--- config.mk ---
export PLATFORM = sky130hd
export DESIGN_NAME = dma_chan_engine
export DESIGN_NICKNAME = d
export VERILOG_FILES = /design/src/rtl/dma_chan_pkg.sv /design/src/rtl/dma_byte_ptr.sv /design/src/rtl/dma_reg_pair.sv /design/src/rtl/dma_addr_form.sv /design/src/rtl/dma_chan_engine.sv
export SDC_FILE = /design/constraint.sdc
export NUM_CORES = 1
export LEC_CHECK = 0
export BUFFER_PORTS_ARGS = -buffer_cell sky130_fd_sc_hd__buf_2
export CAP_MARGIN = 10
export CORE_ASPECT_RATIO = 0.75
export CORE_MARGIN = 1.5
export CORE_UTILIZATION = 48
export DETAILED_ROUTE_END_ITERATION = 16
export PLACE_DENSITY = 0.78
export SYNTH_ARGS = -nofsm -noshare
export SYNTH_HDL_FRONTEND = slang
export SYNTH_SLANG_ARGS = --single-unit
--- constraint.sdc ---
create_clock -name clk -period 5.32 [get_ports clk]
set_input_delay 1.064 -clock clk [delete_from_list [all_inputs] [get_ports clk]]
set_output_delay 1.064 -clock clk [all_outputs]
set_load 0.005 [all_outputs]
--- src/rtl/dma_chan_pkg.sv ---
package dma_chan_pkg;
   localparam int unsigned BYTE_BITS = 8;

   typedef enum logic {
      SEL_ADDR = 1'b0,
      SEL_CNT  = 1'b1
   } reg_sel_e;
endpackage

--- src/rtl/dma_byte_ptr.sv ---
module dma_byte_ptr (
   input  logic clk,
   input  logic rst_n,
   input  logic clear,
   input  logic toggle,
   output logic hi_sel
);
   always_ff @(posedge clk or negedge rst_n) begin
      if (!rst_n)      hi_sel <= 1'b0;
      else if (clear)  hi_sel <= 1'b0;
      else if (toggle) hi_sel <= ~hi_sel;
   end

   p_ptr_toggle_r2: assert property (@(posedge clk) disable iff (!rst_n)
      (toggle && !clear) |=> (hi_sel != $past(hi_sel)));
   p_ptr_clear_r2: assert property (@(posedge clk) disable iff (!rst_n)
      clear |=> !hi_sel);
endmodule

--- src/rtl/dma_reg_pair.sv ---
module dma_reg_pair #(
   parameter int unsigned WIDTH  = 16,
   parameter int unsigned BYTE_W = 8
) (
   input  logic              clk,
   input  logic              rst_n,
   input  logic              wr_lo,
   input  logic              wr_hi,
   input  logic [BYTE_W-1:0] wdata,
   input  logic              reload,
   input  logic              step,
   input  logic              step_down,
   output logic [WIDTH-1:0]  cur
);
   localparam int unsigned LO_TOP = BYTE_W - 1;

   if (WIDTH != 2 * BYTE_W) begin : g_bad_width
      $error("dma_reg_pair: WIDTH must be two bytes");
   end

   logic [WIDTH-1:0] base;

   always_ff @(posedge clk or negedge rst_n) begin
      if (!rst_n) begin
         base <= '0;
         cur  <= '0;
      end else if (wr_lo) begin
         base[LO_TOP:0] <= wdata;
         cur[LO_TOP:0]  <= wdata;
      end else if (wr_hi) begin
         base[WIDTH-1:BYTE_W] <= wdata;
         cur[WIDTH-1:BYTE_W]  <= wdata;
      end else if (reload) begin
         cur <= base;
      end else if (step) begin
         cur <= step_down ? cur - 1'b1 : cur + 1'b1;
      end
   end

   p_reload_r6: assert property (@(posedge clk) disable iff (!rst_n)
      (reload && !wr_lo && !wr_hi) |=> (cur == base));
   p_base_hold_r6: assert property (@(posedge clk) disable iff (!rst_n)
      (!wr_lo && !wr_hi) |=> $stable(base));
endmodule

--- src/rtl/dma_addr_form.sv ---
module dma_addr_form #(
   parameter int unsigned ADDR_W    = 16,
   parameter int unsigned PAGE_W    = 8,
   parameter bit          WORD_MODE = 1'b0
) (
   input  logic [PAGE_W-1:0]        page,
   input  logic [ADDR_W-1:0]        cur_addr,
   output logic [ADDR_W+PAGE_W-1:0] bus_addr
);
   if (PAGE_W < 2) begin : g_bad_page
      $error("dma_addr_form: PAGE_W must be at least 2");
   end

   if (WORD_MODE) begin : g_word
      logic unused_pg0;
      assign unused_pg0 = page[0];
      assign bus_addr   = {page[PAGE_W-1:1], cur_addr, 1'b0};
   end else begin : g_byte
      assign bus_addr = {page, cur_addr};
   end
endmodule

--- src/rtl/dma_chan_engine.sv ---
module dma_chan_engine #(
   parameter int unsigned ADDR_W    = 16,
   parameter int unsigned PAGE_W    = 8,
   parameter bit          WORD_MODE = 1'b0
) (
   input  logic                     clk,
   input  logic                     rst_n,
   input  logic                     mclr,
   input  logic                     clr_ptr,
   input  logic                     reg_sel,
   input  logic                     wr_en,
   input  logic                     rd_en,
   input  logic [7:0]               wdata,
   output logic [7:0]               rdata,
   input  logic                     dir_down,
   input  logic                     auto_init,
   input  logic                     xfer,
   input  logic [PAGE_W-1:0]        page,
   output logic                     tc,
   output logic [ADDR_W+PAGE_W-1:0] addr_out
);
   import dma_chan_pkg::*;

   localparam int unsigned BW = BYTE_BITS;

   if (ADDR_W != 2 * BW) begin : g_bad_addr
      $error("dma_chan_engine: ADDR_W must be two bytes");
   end

   logic          hi_sel, armed;
   logic [ADDR_W-1:0] addr_cur, cnt_cur, sel_val;
   logic          wr_a_lo, wr_a_hi, wr_c_lo, wr_c_hi;
   logic          step_ok, reload, step;

   dma_byte_ptr u_ptr (
      .clk   (clk),
      .rst_n (rst_n),
      .clear (clr_ptr | mclr),
      .toggle(wr_en | rd_en),
      .hi_sel(hi_sel)
   );

   assign wr_a_lo = wr_en && (reg_sel == SEL_ADDR) && !hi_sel;
   assign wr_a_hi = wr_en && (reg_sel == SEL_ADDR) &&  hi_sel;
   assign wr_c_lo = wr_en && (reg_sel == SEL_CNT)  && !hi_sel;
   assign wr_c_hi = wr_en && (reg_sel == SEL_CNT)  &&  hi_sel;

   assign step_ok = xfer && armed && !wr_en;
   assign tc      = step_ok && (cnt_cur == '0);
   assign reload  = tc && auto_init;
   assign step    = step_ok && !reload;

   dma_reg_pair #(.WIDTH(ADDR_W), .BYTE_W(BW)) u_addr (
      .clk      (clk),
      .rst_n    (rst_n),
      .wr_lo    (wr_a_lo),
      .wr_hi    (wr_a_hi),
      .wdata    (wdata),
      .reload   (reload),
      .step     (step),
      .step_down(dir_down),
      .cur      (addr_cur)
   );

   dma_reg_pair #(.WIDTH(ADDR_W), .BYTE_W(BW)) u_cnt (
      .clk      (clk),
      .rst_n    (rst_n),
      .wr_lo    (wr_c_lo),
      .wr_hi    (wr_c_hi),
      .wdata    (wdata),
      .reload   (reload),
      .step     (step),
      .step_down(1'b1),
      .cur      (cnt_cur)
   );

   always_ff @(posedge clk or negedge rst_n) begin
      if (!rst_n)                               armed <= 1'b0;
      else if (mclr)                            armed <= 1'b0;
      else if (wr_en && (reg_sel == SEL_CNT))   armed <= 1'b1;
      else if (tc && !auto_init)                armed <= 1'b0;
   end

   assign sel_val = (reg_sel == SEL_CNT) ? cnt_cur : addr_cur;
   assign rdata   = hi_sel ? sel_val[ADDR_W-1:BW] : sel_val[BW-1:0];

   dma_addr_form #(.ADDR_W(ADDR_W), .PAGE_W(PAGE_W), .WORD_MODE(WORD_MODE)) u_form (
      .page    (page),
      .cur_addr(addr_cur),
      .bus_addr(addr_out)
   );

   p_tc_needs_xfer_r5: assert property (@(posedge clk) disable iff (!rst_n)
      tc |-> xfer);
   p_wrap_ffff_r7: assert property (@(posedge clk) disable iff (!rst_n)
      (tc && !auto_init) |=> (cnt_cur == '1 && !armed));
   p_count_step_r5: assert property (@(posedge clk) disable iff (!rst_n)
      (step && !wr_en) |=> (cnt_cur == ADDR_W'($past(cnt_cur) - 1'b1)));
   p_addr_up_r4: assert property (@(posedge clk) disable iff (!rst_n)
      (step && !dir_down) |=> (addr_cur == ADDR_W'($past(addr_cur) + 1'b1)));
   p_idle_stable_r7: assert property (@(posedge clk) disable iff (!rst_n)
      (!armed && !wr_en) |=> ($stable(addr_cur) && $stable(cnt_cur)));
   p_mclr_r10: assert property (@(posedge clk) disable iff (!rst_n)
      mclr |=> (!armed && !hi_sel));
endmodule

Word-level counts from Yosys, hierarchy flattened. Cells that the tools add are included.

Bits of input ports: 26. Word-level logic and storage cells: 68. Memory bits (read-only): 0. Memories kept: 0. Output and inout bits: 33. Bits in writable memories: 0. Bits in latches: 0. Register bits: 66.

Muxes and demuxes: 18. Reduce and logical (&&, ||, !) cells: 29. Divide/modulo/power cells: 0. Equality and inequality tests: 2. Add/subtract/negate cells: 3. Shift-type cells: 0. Bitwise gates (word level): 6. $lt $le $gt $ge: 0. Multiply operators: 0.

Operators with widths (number): $mux W16 (6); $mux W8 (7); $sub A16 B1 Y16 const B (2); $add A16 B1 Y16 const B (1); $logic_not A16 Y1 (1); $reduce_bool A3 Y1 (5); $logic_and A1 B1 Y1 (12); $reduce_and A2 Y1 (6); $mux W1 (5); $logic_not A1 Y1 (4); $ne A2 B1 Y1 const B (2); $not A1 Y1 (4); $or A1 B1 Y1 (2); $reduce_bool A2 Y1 (1).

Depth between registers and ports, before layout.
Depth in word-level cells: 10. Mapped depth: 12. Mapped depth without buffers: 9.

Cells and area by module. From an unflattened synthesis, not the netlist that was laid out.

Cells, all modules: 542. Area total of the unflattened synthesis: 4974.8 µm².

Modules (own cells, without submodules): dma_reg_pair (u_cnt) (seq. area each 800.8 µm², cells an instance 247, area an instance 2210.9 µm², times used 1); dma_reg_pair (u_addr) (seq. area each 800.8 µm², cells an instance 232, area an instance 2169.6 µm², times used 1); dma_chan_engine (seq. area each 25.0 µm², cells an instance 36, area an instance 376.6 µm², times used 1); dma_addr_form (seq. area each 0.0 µm², cells an instance 24, area an instance 180.2 µm², times used 1); dma_byte_ptr (seq. area each 25.0 µm², cells an instance 3, area an instance 37.5 µm², times used 1).

Least setup slack after synthesis. OpenSTA, ideal clock, no wires.

Path type: reg-to-output. From: register u_cnt.cur[0]. To: output tc. Path buffers: 1. Data arrival time: 2.035 ns. Stages on the path, launching flop included: 9. Required time: 4.256 ns. Path slack: 2.221 ns. Path through: dfrtp_1 -> inv_1 -> ha_1 -> or3b_4 -> or4_1 -> buf_2 -> nor3_1 -> nand2_1 -> inv_1.

Cells in the longest elaborated chain, start to end: 2.

Ends and longest elaborated chain: start, declared (line dma_reg_pair.sv:13) `output logic [WIDTH-1:0] cur`; start signal, assigned by index (line dma_reg_pair.sv:29) `cur[LO_TOP:0] <= wdata;`; start signal, assigned by index (line dma_reg_pair.sv:32) `cur[WIDTH-1:BYTE_W] <= wdata;`; start signal, assigned (line dma_reg_pair.sv:34) `cur <= base;`; $logic_not A16 Y1 (line dma_chan_engine.sv:49) `assign tc = step_ok && (cnt_cur == '0);`; $logic_and A1 B1 Y1 (line dma_chan_engine.sv:49); end, declared (line dma_chan_engine.sv:19) `output logic tc,`.

Every way passes these cells.

Worst setup path after layout. Same ends and word-level chain as after synthesis.

==> metrics.txt <==
Synth Instances=449; GR Overflow Total=0; Hold Crit Endpoint=u_addr.base[1]; first-pass GRT wire length=18820 µm; met1 WL=5009 µm; Critical Path Start Type=flop; post-route setup TNS=0 ns; Power Density=416.7 nW/µm²; path depth of the worst reg2reg path=9; sequential fraction of the synthesis area=39.96%; EDFF count, synth=0; final count of negative-setup-slack endpoints=0; max-cap violations=0; status=finished, final reports clean; Die Span Y=83.36 µm; largest net degree at the start of global routing=67; warning count from the yosys run=0; worst relative slew slack=31.99%; count leader, synth=nand2_1; Synth Flop Type=dfrtp_1; FMAX=0.2603 GHz; largest area contributor in the netlist=dfrtp_1; Post-layout nets=519; Clock Power Share=28.0%; Clock Skews=0.003904 ns; Yosys reg bits=66; Logic pwr share=33.3%; Filler Cells Inserted=750; fin crit period=3.842 ns; Layout area overhead=11.53%; top cell type's share of synthesized area=39.96%; H-tree depth=3; Starting Density=49.09%; final worst-path cycle share=72.21%; Placed Cells=574; Async S/R FF share, synth=100.0%; internal power=1.233 mW; row cnt=29; peak supply drop=219.7 µV; commonest cells in the netlist=83 x nand2_1, 66 x dfrtp_1, 32 x nor2_1; largest cells by area after synthesis=dfrtp_1 40%, nand2_1 7.5%, ha_1 4.5%, mux4_2 4.4%, mux2_2 3.5%; met2 WL=5436 µm; P_leak=2.069 nW; crit end category=primary output; # clock sinks=66; routed length per instance=19.95 µm; gpl congestion=0.9454; hold buffer count at cts=0; Hold/Removal Path Class=reg -> reg; vias in the first global route=3658; switching pwr=687.6 µW; post-synth cell types=62; input/output buffers=42; routed via count=3784; Syn Nets=491; worst reg-to-reg setup slack=1.77 ns; Mean Syn Cell Area=9.204 µm²; Worst-Skew Late Latency=0.33 ns; hpwl dp=8191 µm; cell depth of the worst hold path=2; DRC=0; Clock Tree Root=clkbuf_16; FF-to-FF End=u_addr.cur[8]; final hold violations=0; max-slew violations=0; routed wl met3=1101 µm; Routed Antenna Nets=0; worst endpoint required time=4.26 ns; via/cell ratio=6.414; Setup Buffers After CTS=0; Antenna diodes=0; non-filler cells, final=590; die width=110.1 µm; total track usage=27.07%; clk buf depth=2; I/O Pins=59; Mapped Area=4133 µm²; top sig layer=met4; CORE AREA=8418 µm²; Sw Share=35.80%; layout cell share with drive strength beyond 1=18.88%; TritonCTS clock tree=yes; slew at the pin closest to its max-slew limit=1.020 ns; hold_sp=u_addr.base[1]; WL final=11770 µm; initial antenna violation count=0; cts bufs inserted=9; Setup CP Type=reg -> out; clock slew at the register clock pins of the worst setup and hold paths=0.05 ns; R2R Path Start=u_cnt.cur[0]; Post-CTS Resized=0; Critical Path Fanout Max=6; RSZ-0062 raised after global routing=no; number of iterations in the first detailed-routing pass=5; initial DRC count=313; die area=9181 µm²; Reg power frac=38.7%; Critical Path AT=2.78 ns
==> power groups by stage <==
| stage | Sequential (mW) | Combinational (mW) | Clock, mW |
|---|---|---|---|
| final | 0.744 | 0.640 | 0.537 |
| after global routing | 0.756 | 0.715 | 0.562 |
| after CTS | 0.740 | 0.633 | 0.540 |
| after detailed placement | 0.747 | 0.626 | 0 |
| after global placement | 0.741 | 0.603 | 0 |
| after floorplan | 0.699 | 0.458 | 0 |
==> worst max path at each step <==
stage	startpoint	depth (start not counted)	to	slack, ns
final	u_cnt.cur[0]	8	tc	1.48
after global routing	u_cnt.cur[0]	8	tc	1.26
after floorplan	u_cnt.cur[0]	8	tc	2.22
after detailed placement	wr_en	9	u_addr.cur[8]	1.46
after global placement	wr_en	9	u_addr.cur[8]	1.60
after CTS	u_cnt.cur[0]	8	tc	1.49
==> state kept, by name, indices dropped and copies added, names as in the netlist <==
register / flops
u_addr.base: 16
u_addr.cur: 16
u_cnt.base: 16
u_cnt.cur: 16
armed: 1
u_ptr.hi_sel: 1
==> worst max-delay path, cell delays in order, from the launching register on <==
cell,delay [ns]
dfrtp_1,0.43
inv_1,0.08
ha_1,0.18
or3b_4,0.40
or4_1,0.57
nor3_1,0.45
nand2_1,0.15
inv_1,0.09
buf_2,0.10
==> final cells by class <==
cell class | instances | area, µm² | area share, %
Multi-Input combinational cell | 349 | 2295 | 49.78
Tap cell | 108 | 135.1 | 2.932
Sequential cell | 66 | 1652 | 35.83
Clock inverter | 3 | 15.01 | 0.3257
Inverter | 4 | 15.01 | 0.3257
Clock buffer | 13 | 250.2 | 5.429
Timing Repair Buffer | 47 | 247.7 | 5.375
==> cell families (layout without fill, tap and decap cells) <==
logic type | after synthesis | count (layout) | synth area share [%]
AND/OR/NAND/NOR | 168 | 168 | 18.53
adder cells (fa/ha/maj) | 16 | 16 | 5.026
XOR/XNOR | 16 | 16 | 3.391
multiplexers | 23 | 23 | 8.386
buffers and inverters | 34 | 67 | 4.511
AO/OA/AOI/OAI | 126 | 126 | 20.19
flip-flops | 66 | 66 | 39.96
==> stage by stage <==
| stage | area (µm²) | setup WS [ns] | hold slack [ns] | power [mW] | utilization (%) |
|---|---|---|---|---|---|
| 6_report | 4609 | 1.478 | 0.4795 | 1.921 | 54.76 |
| 2_1_floorplan | 4133 | 2.221 | 0.4406 | 1.157 | - |
| 5_1_grt | 4609 | 1.259 | 0.4972 | 2.033 | 54.76 |
| 4_1_cts | 4609 | 1.493 | 0.4824 | 1.912 | 54.76 |
| 3_5_place_dp | 4344 | 1.465 | 0.4702 | 1.374 | 51.61 |
| 3_3_place_gp | 4344 | 1.603 | 0.4581 | 1.344 | 51.61 |
==> cells in the final DEF (no fill, tap or decap), drive strengths merged, types with 8 or more instances in the layout <==
master | netlist | layout
dfrtp | 66 | 66
xor2 | 12 | 12
ha | 15 | 15
mux2 | 13 | 13
nand3 | 12 | 12
buf | 15 | 47
o21ai | 34 | 34
nor3 | 15 | 15
o22ai | 9 | 9
clkbuf | 15 | 13
nand2 | 84 | 84
nor2 | 32 | 32
mux4 | 8 | 8
a21oi | 29 | 29
==> layer usage <==
layer  GRT usage, %  up-vias
met1          38.92     1849
met2          40.65      205
met5              0        -
met3          5.887       29
li1               -     1701
met4          8.741        0
Note: power is estimated with default switching activity, not from simulation.
